[src/rtl/slaunch_pkg.sv]
package slaunch_pkg;
    parameter int AW = 32;
    parameter int DW = 32;
    localparam int PAW = AW - 1;
    localparam int NFLAG = 5;

    typedef enum logic [1:0] {
        OP_SWAP = 2'd0,
        OP_FINC = 2'd1,
        OP_CAS  = 2'd2,
        OP_COPY = 2'd3
    } op_e;

    localparam logic [2:0] F_RADDR  = 3'd0;
    localparam logic [2:0] F_LADDR  = 3'd1;
    localparam logic [2:0] F_OPA    = 3'd2;
    localparam logic [2:0] F_OPB    = 3'd3;
    localparam logic [2:0] F_OPC    = 3'd4;
    localparam logic [2:0] F_STAT   = 3'd5;
    localparam logic [2:0] F_LAUNCH = 3'd7;

    localparam int V_RADDR = 0;
    localparam int V_LADDR = 1;
    localparam int V_OPA   = 2;
    localparam int V_OPB   = 3;
    localparam int V_OPC   = 4;

    typedef struct packed {
        logic [NFLAG-1:0] vld;
        op_e              opc;
        logic [PAW-1:0]   raddr;
        logic [PAW-1:0]   laddr;
        logic [DW-1:0]    opa;
        logic [DW-1:0]    opb;
    } args_t;

    typedef struct packed {
        logic  err;
        args_t a;
    } ctx_t;

    function automatic logic args_ready(args_t x);
        logic need;
        case (x.opc)
            OP_SWAP: need = x.vld[V_OPA];
            OP_FINC: need = 1'b1;
            OP_CAS:  need = x.vld[V_OPA] & x.vld[V_OPB];
            default: need = x.vld[V_LADDR];
        endcase
        return x.vld[V_RADDR] & x.vld[V_OPC] & need;
    endfunction
endpackage

[src/rtl/sl_decode.sv]
module sl_decode (
    input  logic       bus_valid,
    input  logic       bus_we,
    input  logic [1:0] addr_top,
    input  logic [2:0] addr_field,
    output logic       shadow_wr,
    output logic       win_wr,
    output logic       win_rd,
    output logic       launch_rd,
    output logic       plain_wr
);
    import slaunch_pkg::*;

    always_comb begin
        shadow_wr = bus_valid & bus_we & addr_top[1];
        win_wr    = bus_valid & bus_we & (addr_top == 2'b01);
        win_rd    = bus_valid & ~bus_we & (addr_top == 2'b01);
        launch_rd = win_rd & (addr_field == F_LAUNCH);
        plain_wr  = bus_valid & bus_we & (addr_top == 2'b00);
    end
endmodule

[src/rtl/sl_ctx_bank.sv]
module sl_ctx_bank #(
    parameter int NCTX  = 8,
    parameter int KEY_W = 16,
    localparam int CW   = $clog2(NCTX)
) (
    input  logic                          clk,
    input  logic                          rst_n,
    input  logic                          sh_wr,
    input  logic [CW-1:0]                 sh_ctx,
    input  logic                          sh_slot,
    input  logic [KEY_W-1:0]              sh_key,
    input  logic [slaunch_pkg::PAW-1:0]   sh_addr,
    input  logic                          win_wr,
    input  logic [CW-1:0]                 win_ctx,
    input  logic [2:0]                    win_field,
    input  logic [slaunch_pkg::DW-1:0]    win_data,
    input  logic                          key_we,
    input  logic [CW-1:0]                 key_idx,
    input  logic [KEY_W-1:0]              key_data,
    input  logic                          clr,
    input  logic                          set_err,
    input  logic [CW-1:0]                 act_ctx,
    output slaunch_pkg::ctx_t             rd_entry
);
    import slaunch_pkg::*;

    ctx_t ent [NCTX];

    for (genvar i = 0; i < NCTX; i++) begin : g_ctx
        typedef struct packed {
            ctx_t             e;
            logic [KEY_W-1:0] key;
        } slot_t;

        slot_t s_d, s_q;
        logic  hit_sh, hit_win, hit_act;

        always_comb begin
            hit_sh  = sh_wr && (sh_ctx == CW'(i));
            hit_win = win_wr && (win_ctx == CW'(i));
            hit_act = act_ctx == CW'(i);
            s_d = s_q;
            if (key_we && key_idx == CW'(i)) s_d.key = key_data;
            if (hit_sh && sh_key == s_q.key) begin
                if (sh_slot) begin
                    s_d.e.a.laddr        = sh_addr;
                    s_d.e.a.vld[V_LADDR] = 1'b1;
                end else begin
                    s_d.e.a.raddr        = sh_addr;
                    s_d.e.a.vld[V_RADDR] = 1'b1;
                end
            end
            if (hit_win) begin
                case (win_field)
                    F_OPA: begin
                        s_d.e.a.opa        = win_data;
                        s_d.e.a.vld[V_OPA] = 1'b1;
                    end
                    F_OPB: begin
                        s_d.e.a.opb        = win_data;
                        s_d.e.a.vld[V_OPB] = 1'b1;
                    end
                    F_OPC: begin
                        s_d.e.a.opc        = op_e'(win_data[1:0]);
                        s_d.e.a.vld[V_OPC] = 1'b1;
                    end
                    default: ;
                endcase
            end
            if (clr && hit_act) begin
                s_d.e.a.vld = '0;
                s_d.e.err   = 1'b0;
            end
            if (set_err && hit_act) s_d.e.err = 1'b1;
        end

        always_ff @(posedge clk or negedge rst_n) begin
            if (!rst_n) s_q <= '0;
            else        s_q <= s_d;
        end

        assign ent[i] = s_q.e;

        a_r2_bad_key_hold: assert property (@(posedge clk) disable iff (!rst_n)
            (sh_wr && sh_ctx == CW'(i) && sh_key != s_q.key)
            |=> ($stable(s_q.e)));

        a_r5_untouched_hold: assert property (@(posedge clk) disable iff (!rst_n)
            (!(sh_wr && sh_ctx == CW'(i)) && !(win_wr && win_ctx == CW'(i))
             && !((clr || set_err) && act_ctx == CW'(i)))
            |=> $stable(s_q.e));

        a_r7_clear_flags: assert property (@(posedge clk) disable iff (!rst_n)
            (clr && act_ctx == CW'(i)) |=> (s_q.e.a.vld == '0 && !s_q.e.err));
    end

    assign rd_entry = ent[act_ctx];
endmodule

[src/rtl/sl_launch_ctrl.sv]
module sl_launch_ctrl #(
    parameter int NCTX = 8,
    localparam int CW  = $clog2(NCTX)
) (
    input  logic                        clk,
    input  logic                        rst_n,
    input  logic                        launch_rd,
    input  logic [CW-1:0]               ctx_idx,
    input  slaunch_pkg::args_t          args,
    input  logic                        rsp_valid,
    input  logic [slaunch_pkg::DW-1:0]  rsp_data,
    output logic                        bus_wait,
    output logic [slaunch_pkg::DW-1:0]  launch_rdata,
    output logic                        clr,
    output logic                        set_err,
    output logic                        req_valid,
    output logic [CW-1:0]               req_ctx,
    output slaunch_pkg::args_t          req_args
);
    import slaunch_pkg::*;

    typedef enum logic {S_IDLE, S_WAIT} st_e;

    typedef struct packed {
        st_e           st;
        logic          rv;
        logic [CW-1:0] rctx;
        args_t         ra;
    } ctl_t;

    ctl_t c_d, c_q;
    logic ok;

    always_comb begin
        c_d          = c_q;
        c_d.rv       = 1'b0;
        clr          = 1'b0;
        set_err      = 1'b0;
        bus_wait     = 1'b0;
        launch_rdata = '0;
        ok           = args_ready(args);
        case (c_q.st)
            S_IDLE: begin
                if (launch_rd) begin
                    if (ok) begin
                        clr      = 1'b1;
                        c_d.rv   = 1'b1;
                        c_d.rctx = ctx_idx;
                        c_d.ra   = args;
                        if (args.opc != OP_COPY) begin
                            bus_wait = 1'b1;
                            c_d.st   = S_WAIT;
                        end
                    end else begin
                        set_err      = 1'b1;
                        launch_rdata = '1;
                    end
                end
            end
            default: begin
                bus_wait     = launch_rd & ~rsp_valid;
                launch_rdata = rsp_data;
                if (rsp_valid) c_d.st = S_IDLE;
            end
        endcase
    end

    always_ff @(posedge clk or negedge rst_n) begin
        if (!rst_n) c_q <= '0;
        else        c_q <= c_d;
    end

    assign req_valid = c_q.rv;
    assign req_ctx   = c_q.rctx;
    assign req_args  = c_q.ra;

    a_r7_req_follows_accept: assert property (@(posedge clk) disable iff (!rst_n)
        (c_q.st == S_IDLE && launch_rd && ok) |=> req_valid);

    a_r6_reject_no_req: assert property (@(posedge clk) disable iff (!rst_n)
        set_err |=> !req_valid);

    a_r9_wait_until_rsp: assert property (@(posedge clk) disable iff (!rst_n)
        (c_q.st == S_WAIT && !rsp_valid) |=> (c_q.st == S_WAIT));
endmodule

[src/rtl/shadow_op_launcher.sv]
module shadow_op_launcher #(
    parameter int NCTX  = 8,
    parameter int KEY_W = 16,
    localparam int CW   = $clog2(NCTX)
) (
    input  logic                                 clk,
    input  logic                                 rst_n,
    input  logic                                 bus_valid,
    input  logic                                 bus_we,
    input  logic [slaunch_pkg::AW-1:0]           bus_addr,
    input  logic [slaunch_pkg::DW-1:0]           bus_wdata,
    output logic [slaunch_pkg::DW-1:0]           bus_rdata,
    output logic                                 bus_wait,
    input  logic                                 key_we,
    input  logic [CW-1:0]                        key_idx,
    input  logic [KEY_W-1:0]                     key_data,
    output logic                                 req_valid,
    output logic [CW-1:0]                        req_ctx,
    output logic [1:0]                           req_op,
    output logic [slaunch_pkg::PAW-1:0]          req_raddr,
    output logic [slaunch_pkg::PAW-1:0]          req_laddr,
    output logic [slaunch_pkg::DW-1:0]           req_opa,
    output logic [slaunch_pkg::DW-1:0]           req_opb,
    input  logic                                 rsp_valid,
    input  logic [slaunch_pkg::DW-1:0]           rsp_data,
    output logic                                 fwd_valid,
    output logic [slaunch_pkg::AW-1:0]           fwd_addr,
    output logic [slaunch_pkg::DW-1:0]           fwd_data
);
    import slaunch_pkg::*;

    localparam int CTX_LSB = 5;

    logic          shadow_wr, win_wr, win_rd, launch_rd, plain_wr;
    logic [2:0]    field;
    logic [CW-1:0] win_ctx;
    logic          clr, set_err;
    logic [DW-1:0] launch_rdata;
    ctx_t          entry;
    args_t         rq;

    assign field   = bus_addr[4:2];
    assign win_ctx = bus_addr[CTX_LSB +: CW];

    sl_decode u_dec (
        .bus_valid (bus_valid),
        .bus_we    (bus_we),
        .addr_top  (bus_addr[AW-1:AW-2]),
        .addr_field(field),
        .shadow_wr (shadow_wr),
        .win_wr    (win_wr),
        .win_rd    (win_rd),
        .launch_rd (launch_rd),
        .plain_wr  (plain_wr)
    );

    sl_ctx_bank #(.NCTX(NCTX), .KEY_W(KEY_W)) u_bank (
        .clk      (clk),
        .rst_n    (rst_n),
        .sh_wr    (shadow_wr),
        .sh_ctx   (bus_wdata[DW-1 -: CW]),
        .sh_slot  (bus_wdata[KEY_W]),
        .sh_key   (bus_wdata[KEY_W-1:0]),
        .sh_addr  (bus_addr[PAW-1:0]),
        .win_wr   (win_wr),
        .win_ctx  (win_ctx),
        .win_field(field),
        .win_data (bus_wdata),
        .key_we   (key_we),
        .key_idx  (key_idx),
        .key_data (key_data),
        .clr      (clr),
        .set_err  (set_err),
        .act_ctx  (win_ctx),
        .rd_entry (entry)
    );

    sl_launch_ctrl #(.NCTX(NCTX)) u_ctl (
        .clk         (clk),
        .rst_n       (rst_n),
        .launch_rd   (launch_rd),
        .ctx_idx     (win_ctx),
        .args        (entry.a),
        .rsp_valid   (rsp_valid),
        .rsp_data    (rsp_data),
        .bus_wait    (bus_wait),
        .launch_rdata(launch_rdata),
        .clr         (clr),
        .set_err     (set_err),
        .req_valid   (req_valid),
        .req_ctx     (req_ctx),
        .req_args    (rq)
    );

    assign req_op    = rq.opc;
    assign req_raddr = rq.raddr;
    assign req_laddr = rq.laddr;
    assign req_opa   = rq.opa;
    assign req_opb   = rq.opb;

    always_comb begin
        bus_rdata = '0;
        if (launch_rd) begin
            bus_rdata = launch_rdata;
        end else if (win_rd) begin
            case (field)
                F_RADDR: bus_rdata = DW'(entry.a.raddr);
                F_LADDR: bus_rdata = DW'(entry.a.laddr);
                F_OPA:   bus_rdata = entry.a.opa;
                F_OPB:   bus_rdata = entry.a.opb;
                F_OPC:   bus_rdata = DW'(entry.a.opc);
                F_STAT:  bus_rdata = DW'({entry.err, entry.a.vld});
                default: bus_rdata = '0;
            endcase
        end
    end

    typedef struct packed {
        logic          v;
        logic [AW-1:0] a;
        logic [DW-1:0] d;
    } fwd_t;

    fwd_t f_d, f_q;

    always_comb begin
        f_d   = f_q;
        f_d.v = plain_wr;
        if (plain_wr) begin
            f_d.a = bus_addr;
            f_d.d = bus_wdata;
        end
    end

    always_ff @(posedge clk or negedge rst_n) begin
        if (!rst_n) f_q <= '0;
        else        f_q <= f_d;
    end

    assign fwd_valid = f_q.v;
    assign fwd_addr  = f_q.a;
    assign fwd_data  = f_q.d;

    a_r11_fwd_plain_only: assert property (@(posedge clk) disable iff (!rst_n)
        fwd_valid |-> $past(bus_valid && bus_we && bus_addr[AW-1:AW-2] == 2'b00));

    a_r9_wait_on_load: assert property (@(posedge clk) disable iff (!rst_n)
        bus_wait |-> (bus_valid && !bus_we));
endmodule

[config.mk]
export PLATFORM = sky130hd
export DESIGN_NAME = shadow_op_launcher
export DESIGN_NICKNAME = d
export VERILOG_FILES = /design/src/rtl/slaunch_pkg.sv /design/src/rtl/sl_decode.sv /design/src/rtl/sl_ctx_bank.sv /design/src/rtl/sl_launch_ctrl.sv /design/src/rtl/shadow_op_launcher.sv
export SDC_FILE = /design/constraint.sdc
export NUM_CORES = 2
export LEC_CHECK = 0
export ABC_AREA = 1
export BUFFER_PORTS_ARGS = -buffer_cell sky130_fd_sc_hd__buf_2
export CAP_MARGIN = 30
export CORE_MARGIN = 4
export CORE_UTILIZATION = 50
export DETAILED_ROUTE_END_ITERATION = 12
export GPL_ROUTABILITY_DRIVEN = 1
export PLACE_DENSITY = 0.67
export REMOVE_ABC_BUFFERS = 1
export SYNTH_ARGS = -nofsm -noshare
export SYNTH_HDL_FRONTEND = slang
export SYNTH_SLANG_ARGS = --single-unit
[constraint.sdc]
create_clock -name clk -period 9.4 [get_ports clk]
set_input_delay 2.35 -clock clk [delete_from_list [all_inputs] [get_ports clk]]
set_output_delay 2.35 -clock clk [all_outputs]
set_load 0.02 [all_outputs]
==> results.txt <==
The run finished with clean final reports. For this run, the share of the core covered by cells in the final layout is 0.563. The number of flops mapped to enable cells by yosys came out at 0. The effective utilization at floorplan came out at 0.506. The initial detailed-routing violation count is 7449.

The worst pin sits at a relative slew slack of 0.288. The combined global-route utilization of all metal layers came out at 0.330. The total congestion overflow is 0. The fraction of layout cells with a size suffix above 1 is 0.105. The cell with the largest stage delay on the worst path is sky130_fd_sc_hd__nor2_4. Entering global routing, the biggest net connects around 180 pins. The mean area per synthesized cell came out at 8.53 um^2. The worst setup path is of the input pin to primary output kind. The ratio of total power to cell area is between 150 and 200 nW/um^2. In this run the standard cell core region covers about 120000 um^2. The number of core rows came out at 129. In the routed layout, each cell is associated on average with a via count of ~6.0. The post-synthesis sequential element count came out at ~1400. The upper clock frequency limit came out at 126 MHz. STA classifies the critical path startpoint as an input pin. Setup violations remaining at the end of the flow were counted as 0. The final critical-path share of the clock period is 0.842.

Port buffering added 350 buffers. Of all nets on the critical path, the largest fanout is 28. The number of nets in the final layout came out at 7451. Across the routed clock network, the largest skew measured is roughly 0.028 ns. The final weighted congestion of routability-driven global placement is 0.933. The horizontal die dimension is about 360 um. The synthesized cell area is approximately 63000 um^2. At the pin with the least slew margin, the transition time is about 1.1 ns. TritonCTS built the clock tree. Pin placement for this block handled 351 I/O pins. The count of unique library cells instantiated by Yosys came out at 37.

The data arrival at the endpoint of the critical path is roughly 5.6 ns. The half-perimeter wire length after placement is ~130000 um. The required time of the worst setup path is ~7.1 ns. The total clock buffers created by CTS came out at 150. The total number of vias came out at between 50000 and 60000. After layout, the design draws a total of 0.0135 W.

The tree is rooted in a sky130_fd_sc_hd__clkbuf_16. The post-route worst hold slack came out at around 0.47 ns. At the later pin of the worst-skew pair, clock insertion delay measures between 0.7 and 0.8 ns. The first global-routing pass estimated ~330000 um of wire. Once layout is done, the placed cells without fillers occupy ~70000 um^2. In this run, post-CTS repair resized a total of 0 instances. The sequential cell area in the final layout is around 35000 um^2. The most instantiated flip-flop cell in the synthesis netlist is sky130_fd_sc_hd__dfrtp_1. The number of global-route vias before repair is 52000.

The post-synthesis to final-layout area growth is 11.1%. The worst-case IR drop observed on VDD is between 0.0002 and 0.00025 V. The total number of H-tree levels is 4. The detailed-routing iteration count for the pre-antenna-repair pass is 8.

Subtracting the final worst setup slack from the clock period gives between 7 and 8 ns. The signal on the critical path passes through buf_2, nor2_4, buf_4, nand2_1, nand4_1, nand2_1, nor2_4, nand2_4, nand2_2, buf_12, nand3_1, buf_2. In this design, the stage delay of the slowest critical-path cell is 0.82 ns.

The static leakage came out at roughly 34 nW. The clock edge transition at the registers on the reported setup and hold paths came out at about 0.060 ns. The max capacitance violation total is 0. Summing all multi-input logic gate instances after layout gives roughly 24000 um^2.

The count of synthesis-stage warnings from yosys is 0. The die is 363 um tall. The placed instance area is 65000 um^2. The hold buffer count at cts came out at 0. In this run the deepest clock path goes through 3 buffers.

The gate count after technology mapping is around 7400. The final routed DRC violation total is 0. The library cells used most frequently in the layout, excluding fill and tap cells, are 1850 x sky130_fd_sc_hd__nand2_1, 1398 x sky130_fd_sc_hd__dfrtp_1, 1159 x sky130_fd_sc_hd__o21ai_0. The final setup TNS came out at 0 ns. The path class of the tightest hold or removal check is register to register. The clock sink total is roughly 1400.

STA classifies the critical path endpoint as a primary output. Leaving out fill and tap cells, the most frequent cell in the layout is sky130_fd_sc_hd__nand2_1. The wire length per cell came out at between 20 and 25 um. The number of filler instances in the final layout came out at ~11000. The number of buffers added for setup after CTS came out at 0. For this run, asynchronously set or reset flops after synthesis account for 1.00.

The detailed-route wire length came out at 219000 um. The antenna violation net count after detailed routing is 0. The area of the die came out at 132000 um^2. The final-report max-slew violation count was 0.

The share of the yosys chip area belonging to registers is 0.555. The count of endpoints failing hold in the final timing report came out at 0. The initial antenna violation count was 13.

Setup repair after global routing left no endpoint under its margin.
layout make-up:
class / count / share of cell area
Sequential cell: 1398 / 0.500
Multi-Input combinational cell: 4961 / 0.339
Clock buffer: 221 / 0.0633
Timing Repair Buffer: 473 / 0.0436
Tap cell: 1637 / 0.0293
Inverter: 346 / 0.0188
Clock inverter: 43 / 0.00651
Antenna cell: 3 / 0.000107
logic make-up (layout without fill, tap and decap cells):
logic type | after synthesis | count (layout) | share of synthesized area
buffers and inverters | 1029 | 1083 | 0.0711
xor gates and xnor gates | 60 | 60 | 0.00834
other | 0 | 3 | 0
AOI/OAI and AO/OA | 1797 | 1797 | 0.159
and+or+nand+nor | 3104 | 3104 | 0.206
DFF | 1398 | 1398 | 0.555
state kept, by name, indices dropped and copies added (netlist names), 3 cells and up:
register and cells:
fwd_data 32, u_bank.ent 1072, fwd_addr 32, u_ctl.req_ctx 3
u_bank.g_ctx.s_q 128, u_ctl.req_args 128
routing by layer:
layer  vias up  GRT usage  routed length [um]
li1      24200          -                   -
met1     26800      0.457               89400
met2      2921      0.504               97500
met3       546     0.0652               21100
met4         6      0.154               10900
met5         -          0                  32
power by group:
| part | leakage, nW | internal (W) | switching, W |
|---|---|---|---|
| combinational | 13.1 | 0.000343 | 0.000863 |
| clock | 2.41 | 0.00345 | 0.00248 |
| sequential | 18.7 | 0.00625 | 0.000148 |
| total | 34.3 | 0.0100 | 0.00349 |
critical path: cells and delay by family:
kind / cells / cell delay, ns
and+or+nand+nor: 8 / 1.87
buffers and inverters: 4 / 1.29
synth_stat cells, types with 7 or more instances:
master                     number  area share
sky130_fd_sc_hd__xor2_1        16      0.0022
sky130_fd_sc_hd__buf_1         27      0.0016
sky130_fd_sc_hd__o21ai_0     1159       0.092
sky130_fd_sc_hd__a21oi_1      192       0.015
sky130_fd_sc_hd__inv_1        334       0.020
sky130_fd_sc_hd__buf_4        138       0.016
sky130_fd_sc_hd__a22oi_1      403       0.048
sky130_fd_sc_hd__or2_2         27      0.0027
sky130_fd_sc_hd__o21ai_1       33      0.0026
sky130_fd_sc_hd__dfrtp_1     1398        0.56
sky130_fd_sc_hd__inv_2          7     0.00042
sky130_fd_sc_hd__nand3_1      456       0.036
sky130_fd_sc_hd__nor2_1       476       0.028
sky130_fd_sc_hd__clkbuf_1     441       0.026
sky130_fd_sc_hd__buf_2         77      0.0061
sky130_fd_sc_hd__nand2_1     1864        0.11
sky130_fd_sc_hd__nor4_1        10     0.00099
sky130_fd_sc_hd__nor2_2         8     0.00079
sky130_fd_sc_hd__nor3_1        41      0.0033
sky130_fd_sc_hd__and2_1       144       0.014
sky130_fd_sc_hd__xnor2_1       44      0.0061
sky130_fd_sc_hd__nand4_1       59      0.0059
path summary, 6_finish.rpt:
| kind | from | endpoint | slack, ns | cells past startpoint |
|---|---|---|---|---|
| max | bus_addr[6] | bus_rdata[6] | 1.48 | 12 |
| min | u_bank.ent[113]$_DFFE_PN0P_ | u_bank.ent[113]$_DFFE_PN0P_ | 0.47 | 2 |
| max reg2reg | u_bank.g_ctx[7].s_q[6]$_DFFE_PN0P_ | u_bank.ent[82]$_DFFE_PN0P_ | 5.96 | 8 |
| min reg2reg | u_bank.ent[113]$_DFFE_PN0P_ | u_bank.ent[113]$_DFFE_PN0P_ | 0.47 | 2 |
| max in group asynchronous | rst_n | u_bank.ent[917]$_DFFE_PN0P_ | 5.90 | 3 |
| min in group asynchronous | rst_n | u_ctl.req_args[38]$_DFFE_PN0P_ | 1.64 | 1 |
stage by stage:
stage	instances	setup WS, ns
after floorplan	6705	-2.47
after global placement	8807	1.60
after detailed placement	8812	1.58
after CTS	9076	1.57
after global routing	9080	1.40
final	9082	1.48
Note: power is estimated with default switching activity, not from simulation.
